<file path="config.mk">
export PLATFORM = sky130hd
export DESIGN_NAME = mtimer_csr_shadow
export DESIGN_NICKNAME = d
export VERILOG_FILES = /design/src/rtl/tcs_pkg.sv /design/src/rtl/tcs_mtimer.sv /design/src/rtl/tcs_shadow.sv /design/src/rtl/tcs_csr_gate.sv /design/src/rtl/mtimer_csr_shadow.sv
export SDC_FILE = /design/constraint.sdc
export NUM_CORES = 1
export LEC_CHECK = 0
export BUFFER_PORTS_ARGS = -buffer_cell sky130_fd_sc_hd__buf_2
export CAP_MARGIN = 0
export CELL_PAD_IN_SITES_DETAIL_PLACEMENT = 2
export CELL_PAD_IN_SITES_GLOBAL_PLACEMENT = 2
export CORE_MARGIN = 8
export CORE_UTILIZATION = 37
export DETAILED_ROUTE_END_ITERATION = 8
export GPL_ROUTABILITY_DRIVEN = 0
export PLACE_DENSITY_LB_ADDON = 0.1
export SLEW_MARGIN = 0
export SYNTH_ARGS = -nofsm -noshare
export SYNTH_HDL_FRONTEND = slang
export SYNTH_SLANG_ARGS = --single-unit
</file>
<file path="constraint.sdc">
create_clock -name clk -period 2.8 [get_ports clk]
set_input_delay 0.28 -clock clk [delete_from_list [all_inputs] [get_ports clk]]
set_output_delay 0.28 -clock clk [all_outputs]
set_load 0.01 [all_outputs]
</file>
<file path="src/rtl/tcs_pkg.sv">
package tcs_pkg;

    typedef enum logic [1:0] {
        PRIV_U   = 2'd0,
        PRIV_S   = 2'd1,
        PRIV_RSV = 2'd2,
        PRIV_M   = 2'd3
    } priv_e;

    typedef enum logic [1:0] {
        CR_IDLE  = 2'd0,
        CR_GRANT = 2'd1,
        CR_TRAP  = 2'd2
    } rsp_state_e;

endpackage

</file>
<file path="src/rtl/tcs_mtimer.sv">
module tcs_mtimer #(
    parameter int                ADDR_W    = 16,
    parameter logic [ADDR_W-1:0] BASE_ADDR = 'h100,
    parameter int                WORD_W    = 32
) (
    input  logic                  clk,
    input  logic                  rst_n,
    input  logic                  tick_en,
    input  logic                  bus_wr_en,
    input  logic [ADDR_W-1:0]     bus_addr,
    input  logic [WORD_W-1:0]     bus_wdata,
    output logic [WORD_W-1:0]     bus_rdata,
    output logic [2*WORD_W-1:0]   timer_q
);
    localparam int                TIMER_W = 2 * WORD_W;
    localparam logic [ADDR_W-1:0] HI_ADDR = BASE_ADDR + ADDR_W'(WORD_W / 8);

    logic hit_lo, hit_hi;
    assign hit_lo = (bus_addr == BASE_ADDR);
    assign hit_hi = (bus_addr == HI_ADDR);

    // Bus writes take priority over the tick in the same cycle.
    always_ff @(posedge clk or negedge rst_n) begin
        if (!rst_n) begin
            timer_q <= '0;
        end else if (bus_wr_en && hit_lo) begin
            timer_q[WORD_W-1:0] <= bus_wdata;
        end else if (bus_wr_en && hit_hi) begin
            timer_q[TIMER_W-1:WORD_W] <= bus_wdata;
        end else if (tick_en) begin
            timer_q <= timer_q + TIMER_W'(1);
        end
    end

    always_comb begin
        if (hit_lo)      bus_rdata = timer_q[WORD_W-1:0];
        else if (hit_hi) bus_rdata = timer_q[TIMER_W-1:WORD_W];
        else             bus_rdata = '0;
    end

    // a tick with no bus write adds exactly one
    p_tick_step_r1: assert property (@(posedge clk) disable iff (!rst_n)
        (tick_en && !bus_wr_en) |=> (timer_q == $past(timer_q) + TIMER_W'(1)));

    // a low-word write lands unmodified, even with a tick present
    p_write_lo_r2: assert property (@(posedge clk) disable iff (!rst_n)
        (bus_wr_en && hit_lo) |=> (timer_q[WORD_W-1:0] == $past(bus_wdata)));

    // a high-word write leaves the low word alone
    p_write_hi_keeps_lo_r2: assert property (@(posedge clk) disable iff (!rst_n)
        (bus_wr_en && hit_hi) |=> (timer_q[WORD_W-1:0] == $past(timer_q[WORD_W-1:0])));

endmodule

</file>
<file path="src/rtl/tcs_shadow.sv">
module tcs_shadow #(
    parameter int WIDTH  = 64,
    parameter int STAGES = 2
) (
    input  logic             clk,
    input  logic             rst_n,
    input  logic [WIDTH-1:0] din,
    output logic [WIDTH-1:0] dout
);
    generate
        if (STAGES == 0) begin : g_direct
            assign dout = din;
        end else begin : g_pipe
            logic [WIDTH-1:0] pipe [STAGES];

            always_ff @(posedge clk or negedge rst_n) begin
                if (!rst_n) begin
                    for (int i = 0; i < STAGES; i++) pipe[i] <= '0;
                end else begin
                    pipe[0] <= din;
                    for (int i = 1; i < STAGES; i++) pipe[i] <= pipe[i-1];
                end
            end

            assign dout = pipe[STAGES-1];

            // the first stage holds the input from one cycle earlier
            p_first_stage_r4: assert property (@(posedge clk) disable iff (!rst_n)
                1'b1 |=> (pipe[0] == $past(din)));
        end
    endgenerate

endmodule

</file>
<file path="src/rtl/tcs_csr_gate.sv">
module tcs_csr_gate
    import tcs_pkg::*;
#(
    parameter int WORD_W    = 32,
    parameter bit HAS_SMODE = 1'b1
) (
    input  logic                clk,
    input  logic                rst_n,
    input  logic                mcen_we,
    input  logic                scen_we,
    input  logic                cen_wdata,
    input  logic [2*WORD_W-1:0] shadow,
    input  logic                csr_req,
    input  logic                csr_write,
    input  logic                csr_sel_hi,
    input  logic [1:0]          csr_priv,
    output logic                rsp_valid,
    output logic                rsp_illegal,
    output logic [WORD_W-1:0]   rsp_data
);
    logic        m_tm_q, s_tm_q;
    logic        priv_ok, req_legal;
    priv_e       pv;
    rsp_state_e  state_q, state_d;
    logic [WORD_W-1:0] data_q;

    // Counter-enable TM bits
    always_ff @(posedge clk or negedge rst_n) begin
        if (!rst_n)       m_tm_q <= 1'b0;
        else if (mcen_we) m_tm_q <= cen_wdata;
    end

    generate
        if (HAS_SMODE) begin : g_scen
            always_ff @(posedge clk or negedge rst_n) begin
                if (!rst_n)       s_tm_q <= 1'b0;
                else if (scen_we) s_tm_q <= cen_wdata;
            end
        end else begin : g_no_scen
            assign s_tm_q = 1'b0;
        end
    endgenerate

    // Privilege decision
    assign pv = priv_e'(csr_priv);

    always_comb begin
        unique case (pv)
            PRIV_M:  priv_ok = 1'b1;
            PRIV_S:  priv_ok = HAS_SMODE ? m_tm_q : 1'b0;
            PRIV_U:  priv_ok = HAS_SMODE ? (m_tm_q && s_tm_q) : m_tm_q;
            default: priv_ok = 1'b0;
        endcase
    end

    assign req_legal = priv_ok && !csr_write;

    // State register
    always_ff @(posedge clk or negedge rst_n) begin
        if (!rst_n) begin
            state_q <= CR_IDLE;
            data_q  <= '0;
        end else begin
            state_q <= state_d;
            if (csr_req)
                data_q <= csr_sel_hi ? shadow[2*WORD_W-1:WORD_W] : shadow[WORD_W-1:0];
        end
    end

    // Next state
    always_comb begin
        if (!csr_req)       state_d = CR_IDLE;
        else if (req_legal) state_d = CR_GRANT;
        else                state_d = CR_TRAP;
    end

    // Outputs
    always_comb begin
        rsp_valid   = 1'b0;
        rsp_illegal = 1'b0;
        rsp_data    = '0;
        unique case (state_q)
            CR_GRANT: begin
                rsp_valid = 1'b1;
                rsp_data  = data_q;
            end
            CR_TRAP: begin
                rsp_valid   = 1'b1;
                rsp_illegal = 1'b1;
            end
            default: ;
        endcase
    end

    // every request is answered in the next cycle
    p_rsp_follows_r5: assert property (@(posedge clk) disable iff (!rst_n)
        csr_req |=> rsp_valid);

    // machine reads always succeed
    p_mread_ok_r6: assert property (@(posedge clk) disable iff (!rst_n)
        (csr_req && !csr_write && csr_priv == 2'd3) |=> (rsp_valid && !rsp_illegal));

    // with the machine TM bit clear, lower levels trap
    p_tm_off_r7: assert property (@(posedge clk) disable iff (!rst_n)
        (csr_req && csr_priv != 2'd3 && !m_tm_q) |=> rsp_illegal);

    // write attempts trap
    p_write_traps_r9: assert property (@(posedge clk) disable iff (!rst_n)
        (csr_req && csr_write) |=> rsp_illegal);

    // trapped responses carry no data
    p_no_data_r10: assert property (@(posedge clk) disable iff (!rst_n)
        rsp_illegal |-> (rsp_valid && rsp_data == '0));

endmodule

</file>
<file path="src/rtl/mtimer_csr_shadow.sv">
module mtimer_csr_shadow #(
    parameter int                ADDR_W        = 16,
    parameter logic [ADDR_W-1:0] BASE_ADDR     = 'h100,
    parameter int                SHADOW_STAGES = 2,
    parameter bit                HAS_SMODE     = 1'b1
) (
    input  logic              clk,
    input  logic              rst_n,
    input  logic              tick_en,
    input  logic              bus_wr_en,
    input  logic [ADDR_W-1:0] bus_addr,
    input  logic [31:0]       bus_wdata,
    output logic [31:0]       bus_rdata,
    input  logic              mcen_we,
    input  logic              scen_we,
    input  logic              cen_wdata,
    input  logic              csr_req,
    input  logic              csr_write,
    input  logic              csr_sel_hi,
    input  logic [1:0]        csr_priv,
    output logic              rsp_valid,
    output logic              rsp_illegal,
    output logic [31:0]       rsp_data
);
    localparam int WORD_W  = 32;
    localparam int TIMER_W = 2 * WORD_W;

    logic [TIMER_W-1:0] timer_val;
    logic [TIMER_W-1:0] shadow_val;

    tcs_mtimer #(
        .ADDR_W   (ADDR_W),
        .BASE_ADDR(BASE_ADDR),
        .WORD_W   (WORD_W)
    ) u_timer (
        .clk      (clk),
        .rst_n    (rst_n),
        .tick_en  (tick_en),
        .bus_wr_en(bus_wr_en),
        .bus_addr (bus_addr),
        .bus_wdata(bus_wdata),
        .bus_rdata(bus_rdata),
        .timer_q  (timer_val)
    );

    tcs_shadow #(
        .WIDTH (TIMER_W),
        .STAGES(SHADOW_STAGES)
    ) u_shadow (
        .clk  (clk),
        .rst_n(rst_n),
        .din  (timer_val),
        .dout (shadow_val)
    );

    tcs_csr_gate #(
        .WORD_W   (WORD_W),
        .HAS_SMODE(HAS_SMODE)
    ) u_gate (
        .clk        (clk),
        .rst_n      (rst_n),
        .mcen_we    (mcen_we),
        .scen_we    (scen_we),
        .cen_wdata  (cen_wdata),
        .shadow     (shadow_val),
        .csr_req    (csr_req),
        .csr_write  (csr_write),
        .csr_sel_hi (csr_sel_hi),
        .csr_priv   (csr_priv),
        .rsp_valid  (rsp_valid),
        .rsp_illegal(rsp_illegal),
        .rsp_data   (rsp_data)
    );

endmodule

</file>
==> results of run 1 <==
-- state kept, by name, indices dropped and copies added (netlist names) --
signal / flops
u_gate.state_q: 2
u_gate.s_tm_q: 1
u_shadow.g_pipe.pipe: 64
u_gate.m_tm_q: 1
u_shadow.dout: 64
u_timer.timer_q: 64
u_gate.data_q: 32
-- how the worst max path moves through the flow --
stage                       startpoint                  end  cells after the start  slack, ns
global route        u_timer.timer_q[1]  u_timer.timer_q[52]                      9      0.005
floorplan                  bus_addr[1]  u_timer.timer_q[14]                      8       0.40
CTS                 u_timer.timer_q[2]  u_timer.timer_q[52]                      8       0.16
global placement          bus_addr[13]  u_timer.timer_q[15]                      7       0.03
finish              u_timer.timer_q[1]  u_timer.timer_q[52]                      9       0.11
detailed placement        bus_addr[13]  u_timer.timer_q[15]                      7       0.01
-- worst min-delay path: cells and delay by family --
kind	cells	cell delay, ns
compound gates	1	0.06
simple gates	1	0.06
buf+inv	1	0.11
-- metrics by stage --
step           hold slack, ns  cell area, um2
2_1_floorplan         -0.0156            9540
3_3_place_gp            0.314           11000
3_5_place_dp            0.329           11000
4_1_cts               0.00404           11800
5_1_grt                0.0123           11800
6_report               0.0243           11800
-- cell usage after synthesis (12+ instances only) --
master,instances,area [um2]
and3_1,13,81.3
clkbuf_1,24,90.1
xnor2_1,33,289
dfrtp_1,228,5710
nor3_1,23,115
xor2_1,12,105
a21oi_1,87,435
nand4_1,27,169
nand3_1,34,170
nor2_1,140,526
nor4_1,14,87.6
nand2_1,45,169
and2_1,40,250
mux2i_1,65,651
-- power by group through the flow --
stage	Clock (mW)	Sequential (mW)	Combinational, mW
floorplan	0	3.76	0.350
global placement	0	3.78	0.715
detailed placement	0	3.82	0.749
CTS	3.28	3.76	0.768
global route	3.39	3.78	0.829
finish	3.19	3.76	0.752
-- kinds of logic (layout without fill, tap and decap cells) --
logic type / after synthesis / count (layout) / share of synthesized area, %
AND/OR/NAND/NOR: 372 / 372 / 19.5
flip-flops: 228 / 228 / 59.8
AO/OA/AOI/OAI: 115 / 115 / 6.71
multiplexers: 67 / 67 / 7.06
buffers and inverters: 53 / 259 / 2.38
XOR/XNOR: 45 / 45 / 4.13
adder cells (fa/ha/maj): 3 / 3 / 0.394
-- area by class of cell --
type                       instances  area (um2)  area share [%]
sequential                       228        5710            48.3
multi-input combinational        602        3610            30.5
timing repair buffer             205        1260            10.7
clock buffer                      33         696            5.88
tap                              330         413            3.49
clock inverter                    12         104           0.878
inverter                           9        33.8           0.286
-- what timing repair did --
item,in CTS,in global routing
hold buffers,6,0
setup endpoints to repair,0,0
endpoints found under the hold margin,70,0
-- per-layer routing --
metal  GRT usage [%]  part of all wire (%)  wire (um)  up-vias
li1                -                     -          -     3449
met1            28.4                    46      14900     3921
met2            35.0                    48      15500      170
met3            3.63                   4.7       1520       33
met4            4.48                   1.5        497        0
met5               0                     0          0        -
==> results.py, run 1 <==
metrics = {
    "timing": {
        "tightest_slew_ns": 1.39,
        "finalCritPeriodShare_pct": 96.2,
        "clock.fmax_mhz": 371,
        "final.setup_skew_ns": 0.00780,
        "final_max_slew_viol_count": 0,
        "setup_violations": 0,
        "slew_headroom_pct": 7.21,
        "worst_slack_ns": 0.107,
        "finalHoldViolCount": 0,
        "rsz0062_at_grt": "false",
        "tns_ns": 0,
        "fin_crit_ns": 2.69,
    },
    "power_and_ir_drop": {
        "p_leak_nw": 5.66,
        "clkPwrFrac_pct": 41.4,
        "sw_frac_of_total_pct": 25.7,
        "seqPwrFrac_pct": 48.8,
        "pwr-share-comb_pct": 9.8,
        "worst_ir_drop_vdd_uv": 456,
        "intPower_mw": 5.72,
        "p_per_area_mw_per_mm2": 651,
        "power_switching_mw": 1.98,
        "finalPower_mw": 7.70,
    },
    "setup_path": {
        "cp_max_fo": 4,
        "crit_arrival_ns": 3.09,
        "path_cells": "ha_1, nand3_1, nor4_1, buf_4, nand4_1, nor4_1, buf_4, xnor2_1, a21oi_1",
        "max_stage_delay_ns": 0.57,
        "crit_path_start_kind": "flop",
        "r2r_cells": 9,
        "rrSetupSlack_ns": 0.11,
        "setup.worst_path.class": "flop to flop",
        "path_delay_family": "simple AND/OR/NAND/NOR gates",
        "cp_slowest_cell": "nor4_1",
        "crit_buf_inv": 2,
        "r2r_start": "u_timer.timer_q[1]",
        "endpoint_kind": "flop",
        "cp_data_required_time_ns": 3.20,
        "r2r_end": "u_timer.timer_q[52]",
    },
    "global_routing": {
        "grt_pass1_vias": 8579,
        "antenna_found_initial": 1,
        "grt_util_all_layers_pct": 21.1,
        "grt_max_degree": 76,
        "grt_pass1_wl_um": 51400,
        "grt_overflow": 0,
    },
    "die": {
        "pin_count": 126,
        "start_util_pct": 37.8,
        "die_area_mm2": 0.0312,
        "rows": 58,
        "die_w_um": 177,
        "core_mm2": 0.0253,
        "die_h_um": 177,
    },
    "logic_synthesis": {
        "synth-edff-count": 0,
        "syn_nets": 946,
        "ys_seq_elements": 228,
        "synth-warning-count": 0,
        "yosysSeqAreaShare_pct": 59.8,
        "synth_area_mm2": 0.00954,
        "synthArstFlopShare_pct": 100,
        "avgSynthCellArea_um2": 10.8,
        "synth_ff_type": "dfrtp_1",
        "synth_cell_types": 44,
        "synth_cells": 883,
    },
    "placement": {
        "portBuffers": 125,
        "dp_hpwl_um": 23900,
        "preCtsSetupSlack_ns": 0.0141,
        "dp_cells": 1368,
    },
    "run": {
        "cap_viol_max_count": 0,
    },
    "cells_and_area": {
        "final_cell_mix": "dfrtp_1, nor2_1, buf_2",
        "syn_to_final_growth_pct": 24.0,
        "fillCellCount": 2694,
        "fin_cells": 1419,
        "final_common_cell": "dfrtp_1",
        "drive_gt1_share_pct": 23.3,
        "final_util_pct": 46.8,
        "diodes": 0,
        "nets": 1134,
    },
    "min_path": {
        "min_from": "bus_wdata[26]",
        "hold_depth": 3,
        "hold_path_end": "u_timer.timer_q[26]",
        "hp-class": "input pin to flop",
    },
    "cts": {
        "clockBufferDepth": 3,
        "numCtsBuffers": 25,
        "postCtsSetupBuffers": 0,
        "clock_sinks": 228,
        "cts_tree": "done",
        "htreeDepth": 1,
        "worstSkewPairLatency_ns": 0.52,
        "clk_pin_slew_worst_paths_ns": 0.06,
        "cts_resized": 0,
        "cts_root_buf": "clkbuf_16",
    },
    "drt": {
        "drc_errors": 0,
        "wl_per_cell_um": 22.9,
        "wl_um": 32500,
        "drt_first_pass_iters": 5,
        "ant_nets": 0,
        "vias": 7573,
        "first_iter_violations": 479,
        "via_per_inst": 5.34,
    },
    "run_status": {
        "status": "complete, no violations",
    },
}
Power figures use the tool's default switching activity.
==> run 2, diff against run 1 <==
Settings changed: CORE_MARGIN 8 to 2.
==> run 2 against run 1 <==
Clock-buffer cell count is 4 higher. Combinational power up 5.7%. Hold slack lost 0.015 ns. Non-clock buffer count is 4 lower. Highest routed layer unchanged.
==> results.py, run 2 (synthesis results as in run 1) <==
metrics = {
    "cts": {
        "numCtsBuffers": 26,
        "clk_pin_slew_worst_paths_ns": 0.06,
        "clockBufferDepth": 3,
        "cts_root_buf": "clkbuf_16",
        "postCtsSetupBuffers": 0,
        "htreeDepth": 1,
        "worstSkewPairLatency_ns": 0.53,
        "clock_sinks": 228,
        "cts_tree": "done",
    },
    "drt": {
        "first_iter_violations": 361,
        "vias": 7604,
        "ant_nets": 0,
        "wl_per_cell_um": 22.7,
        "drt_first_pass_iters": 4,
        "via_per_inst": 5.35,
        "wl_um": 32200,
        "drc_errors": 0,
    },
    "setup_path": {
        "r2r_cells": 7,
        "crit_path_start_kind": "flop",
        "crit_arrival_ns": 3.10,
        "endpoint_kind": "flop",
        "cp_max_fo": 5,
        "cp_data_required_time_ns": 3.20,
        "setup.worst_path.class": "flop to flop",
    },
    "run": {
        "cap_viol_max_count": 0,
    },
    "cells_and_area": {
        "final_util_pct": 47.1,
        "final_cell_mix": "dfrtp_1, nor2_1, buf_2",
        "nets": 1131,
        "final_common_cell": "dfrtp_1",
        "drive_gt1_share_pct": 23.3,
        "fin_cells": 1420,
        "syn_to_final_growth_pct": 24.6,
    },
    "timing": {
        "clock.fmax_mhz": 371,
        "rsz0062_at_grt": "false",
        "slew_headroom_pct": 51.0,
        "finalHoldViolCount": 0,
        "fin_crit_ns": 2.69,
        "final.setup_skew_ns": 0.0116,
        "worst_slack_ns": 0.108,
        "tns_ns": 0,
        "final_max_slew_viol_count": 0,
        "tightest_slew_ns": 0.732,
        "finalCritPeriodShare_pct": 96.2,
        "setup_violations": 0,
    },
    "global_routing": {
        "grt_pass1_wl_um": 49900,
        "grt_util_all_layers_pct": 24.3,
        "grt_max_degree": 86,
        "grt_overflow": 0,
        "grt_pass1_vias": 8476,
        "antenna_found_initial": 1,
    },
    "die": {
        "die_w_um": 165,
        "die_area_mm2": 0.0271,
        "rows": 58,
        "start_util_pct": 37.8,
        "die_h_um": 165,
        "pin_count": 126,
        "core_mm2": 0.0253,
    },
    "placement": {
        "portBuffers": 125,
        "dp_cells": 1366,
        "dp_hpwl_um": 22900,
        "preCtsSetupSlack_ns": 0.0862,
    },
    "power_and_ir_drop": {
        "worst_ir_drop_vdd_uv": 403,
        "p_per_area_mw_per_mm2": 665,
        "p_leak_nw": 5.70,
    },
    "run_status": {
        "status": "complete, no violations",
    },
    "min_path": {
        "hold_depth": 2,
        "hp-class": "input pin to flop",
    },
}
-- run 2: layout make-up --
cell class | count | area [um2]
Multi-Input combinational cell | 602 | 3610
Inverter | 9 | 33.8
Clock buffer | 37 | 763
Antenna cell | 2 | 5.00
Timing Repair Buffer | 201 | 1270
Clock inverter | 11 | 91.3
Tap cell | 330 | 413
Sequential cell | 228 | 5710
Fill cell | 2672 | 13400
-- run 2: worst paths after layout --
kind,start,endpoint,slack (ns)
max,u_timer.timer_q[16],u_timer.timer_q[37],0.11
min,cen_wdata,u_gate.s_tm_q,0.009
max reg2reg,u_timer.timer_q[16],u_timer.timer_q[37],0.11
min reg2reg,u_shadow.g_pipe.pipe[98],u_shadow.dout[34],0.34
max in group asynchronous,rst_n,u_shadow.g_pipe.pipe[123],1.59
min in group asynchronous,rst_n,u_gate.data_q[9],0.34
-- run 2: timing repair --
item | in CTS | in global routing
endpoints found under the hold margin | 85 | 0
hold buffers | 4 | 0
gates resized for setup | 0 | 0
-- run 2: through the flow --
stage	total power [mW]	hold WS (ns)	cell area [um2]
CTS	7.99	0.000108	11900
global placement	4.51	0.319	11000
global route	8.23	0.00961	11900
finish	7.91	0.00884	11900
floorplan	4.11	-0.0156	9540
detailed placement	4.57	0.325	11000
-- run 2: metal layers --
layer,vias to the layer above,GRT usage [%],share of wire [%]
met2,200,41.3,49
met5,-,0,0
li1,3439,-,-
met3,44,3.24,4.8
met4,0,5.89,1.8
met1,3921,33.1,45
-- run 2: worst max-delay path: stages (launching register included) --
cell     delay (ns)
dfrtp_1        0.37
nand3_1        0.24
nor4_1         0.62
nand4_1        0.45
buf_4          0.30
nor3_1         0.32
xnor2_1        0.18
a21oi_1        0.09
-- run 2: power by group --
group          leakage (nW)  total (mW)  internal, mW  switching [mW]
Combinational          2.30       0.795         0.322           0.473
Clock                 0.429        3.39          1.99            1.40
Sequential             2.97        3.72          3.57           0.151
==> run 3, diff against run 2 <==
==> constraint.sdc (replaced) <==
create_clock -name clk -period 2.8 [get_ports clk]
set_input_delay 0 -clock clk [delete_from_list [all_inputs] [get_ports clk]]
set_output_delay 0 -clock clk [all_outputs]
set_load 0.01 [all_outputs]
==> run 3 against run 2 <==
Sequential cell count stayed put. Non-clock buffer count rose by 12. Critical endpoint is now u_timer.timer_q[50]. Highest routed layer unchanged. Clock-buffer cell count stayed put. Core utilization up 0.34 points.
==> results.py, run 3 (synthesis results as in run 1) <==
metrics = {
    "drt": {
        "maxUsedRoutingLayer": "met4",
        "wl_um": 32200,
        "wl_per_cell_um": 22.6,
        "drc_errors": 0,
        "wl_met2_um": 15800,
        "ant_nets": 0,
        "first_iter_violations": 405,
        "met3_length_um": 1360,
        "wl_met1_um": 14500,
        "via_per_inst": 5.38,
        "vias": 7655,
        "drt_first_pass_iters": 5,
    },
    "cells_and_area": {
        "syn_to_final_growth_pct": 25.5,
        "nets": 1142,
        "diodes": 0,
        "final_cell_mix": "dfrtp_1, nor2_1, buf_2",
        "fin_area_mm2": 0.0120,
        "fin_cells": 1424,
        "drive_gt1_share_pct": 20.3,
        "final_common_cell": "dfrtp_1",
    },
    "placement": {
        "dp_cells": 1338,
        "portBuffers": 125,
        "preCtsSetupSlack_ns": 0.0897,
        "dp_hpwl_um": 22800,
        "dpl_cell_area_mm2": 0.0107,
    },
    "global_routing": {
        "grt_pass1_wl_um": 49800,
        "grt_max_degree": 87,
        "antenna_found_initial": 0,
        "grt_overflow": 0,
        "grt_pass1_vias": 8264,
        "grt_util_all_layers_pct": 24.2,
    },
    "setup_path": {
        "r2r_start": "u_timer.timer_q[0]",
        "crit_path_start_kind": "flop",
        "endpoint_kind": "flop",
        "rrSetupSlack_ns": 0.17,
        "r2r_cells": 7,
        "cp_data_required_time_ns": 3.20,
        "crit_arrival_ns": 3.03,
        "setup.worst_path.class": "flop to flop",
        "cp_max_fo": 6,
        "r2r_end": "u_timer.timer_q[50]",
    },
    "die": {
        "die_area_mm2": 0.0271,
        "rows": 58,
        "die_h_um": 165,
        "die_w_um": 165,
        "core_mm2": 0.0253,
        "start_util_pct": 37.8,
        "pin_count": 126,
    },
    "min_path": {
        "min_from": "bus_addr[2]",
        "hp-class": "input pin to flop",
        "hold_depth": 3,
        "hold_path_end": "u_timer.timer_q[62]",
    },
    "cts": {
        "clockBufferDepth": 3,
        "clock_sinks": 228,
        "cts_tree": "done",
        "cts_root_buf": "clkbuf_16",
        "numCtsBuffers": 25,
        "worstSkewPairLatency_ns": 0.52,
        "clk_pin_slew_worst_paths_ns": 0.07,
        "htreeDepth": 1,
    },
    "timing": {
        "clock.fmax_mhz": 381,
        "final.setup_skew_ns": 0.0103,
        "finalCritPeriodShare_pct": 93.8,
        "fin_crit_ns": 2.63,
        "finalHoldViolCount": 0,
        "final_max_slew_viol_count": 0,
        "setup_violations": 0,
        "worst_slack_ns": 0.172,
        "fin_hold_ws_ns": 0.0761,
        "tightest_slew_ns": 1.17,
        "slew_headroom_pct": 22.2,
    },
    "power_and_ir_drop": {
        "worst_ir_drop_vdd_uv": 359,
        "pwr-share-comb_pct": 9.1,
        "clkPwrFrac_pct": 41.5,
        "seqPwrFrac_pct": 49.4,
        "intPower_mw": 5.75,
        "p_per_area_mw_per_mm2": 640,
        "power_switching_mw": 1.91,
        "p_leak_nw": 5.66,
        "sw_frac_of_total_pct": 25.0,
    },
    "run": {
        "cap_viol_max_count": 0,
    },
    "run_status": {
        "status": "complete, no violations",
    },
}
-- run 3: cell types whose count changed in the layout (fill, tap and decap cells not counted) --
cell and change:
clkinv_2 -4, clkbuf_1 +1, buf_12 -3, clkbuf_16 -2
diode_2 -2, buf_4 -24, nor4_2 +2, dlygate4sd3_1 +39
nor4_1 -2, clkinv_4 -1, clkbuf_8 +1, inv_6 -2
clkinvlp_4 +1
-- run 3: metal layers --
metal  track usage, %  vias up
li1                 -     3450
met1             33.6     3964
met2             41.7      203
met3             2.74       38
met4             4.31        0
met5                0        -
-- run 3: through the flow --
stage / utilization, % / power, mW / setup TNS (ns)
after floorplan: - / 4.11 / 0
after global placement: 42.5 / 4.44 / 0
after detailed placement: 42.5 / 4.49 / 0
after CTS: 47.3 / 7.74 / 0
after global routing: 47.4 / 7.98 / -0.00803
final: 47.4 / 7.66 / 0
-- run 3: worst max-delay path: stages, from the launching register on --
cell and delay (ns):
dfrtp_1 0.47, ha_1 0.26, nand3_1 0.14, nor4_1 0.48
nand4_1 0.36, nor2_1 0.40, a21oi_1 0.10, or2_2 0.30
-- run 3: cell type report --
class | instances | area [um2]
Fill cell | 2621 | 13300
Sequential cell | 228 | 5710
Multi-Input combinational cell | 602 | 3620
Timing Repair Buffer | 213 | 1420
Clock buffer | 37 | 731
Tap cell | 330 | 413
Clock inverter | 5 | 52.6
Inverter | 9 | 33.8
-- run 3: how the worst max path moves through the flow --
stage                             start                   to
global placement    u_timer.timer_q[25]  u_timer.timer_q[60]
detailed placement  u_timer.timer_q[20]  u_timer.timer_q[60]
CTS                 u_timer.timer_q[20]  u_timer.timer_q[60]
floorplan            u_timer.timer_q[8]  u_timer.timer_q[47]
finish               u_timer.timer_q[0]  u_timer.timer_q[50]
global route         u_timer.timer_q[0]  u_timer.timer_q[50]
-- run 3: power by group through the flow --
stage	logic, mW	clock network, mW	registers [mW]
global placement	0.632	0	3.81
finish	0.695	3.18	3.79
global route	0.778	3.39	3.82
CTS	0.706	3.25	3.79
detailed placement	0.650	0	3.84
floorplan	0.350	0	3.76
-- run 3: what timing repair did --
action | in CTS | in global routing
resized for setup | 0 | 2
endpoints found under the setup margin | 0 | 9
hold buffers | 43 | 0
endpoints found under the hold margin | 152 | 0
buffers inserted | 0 | 1
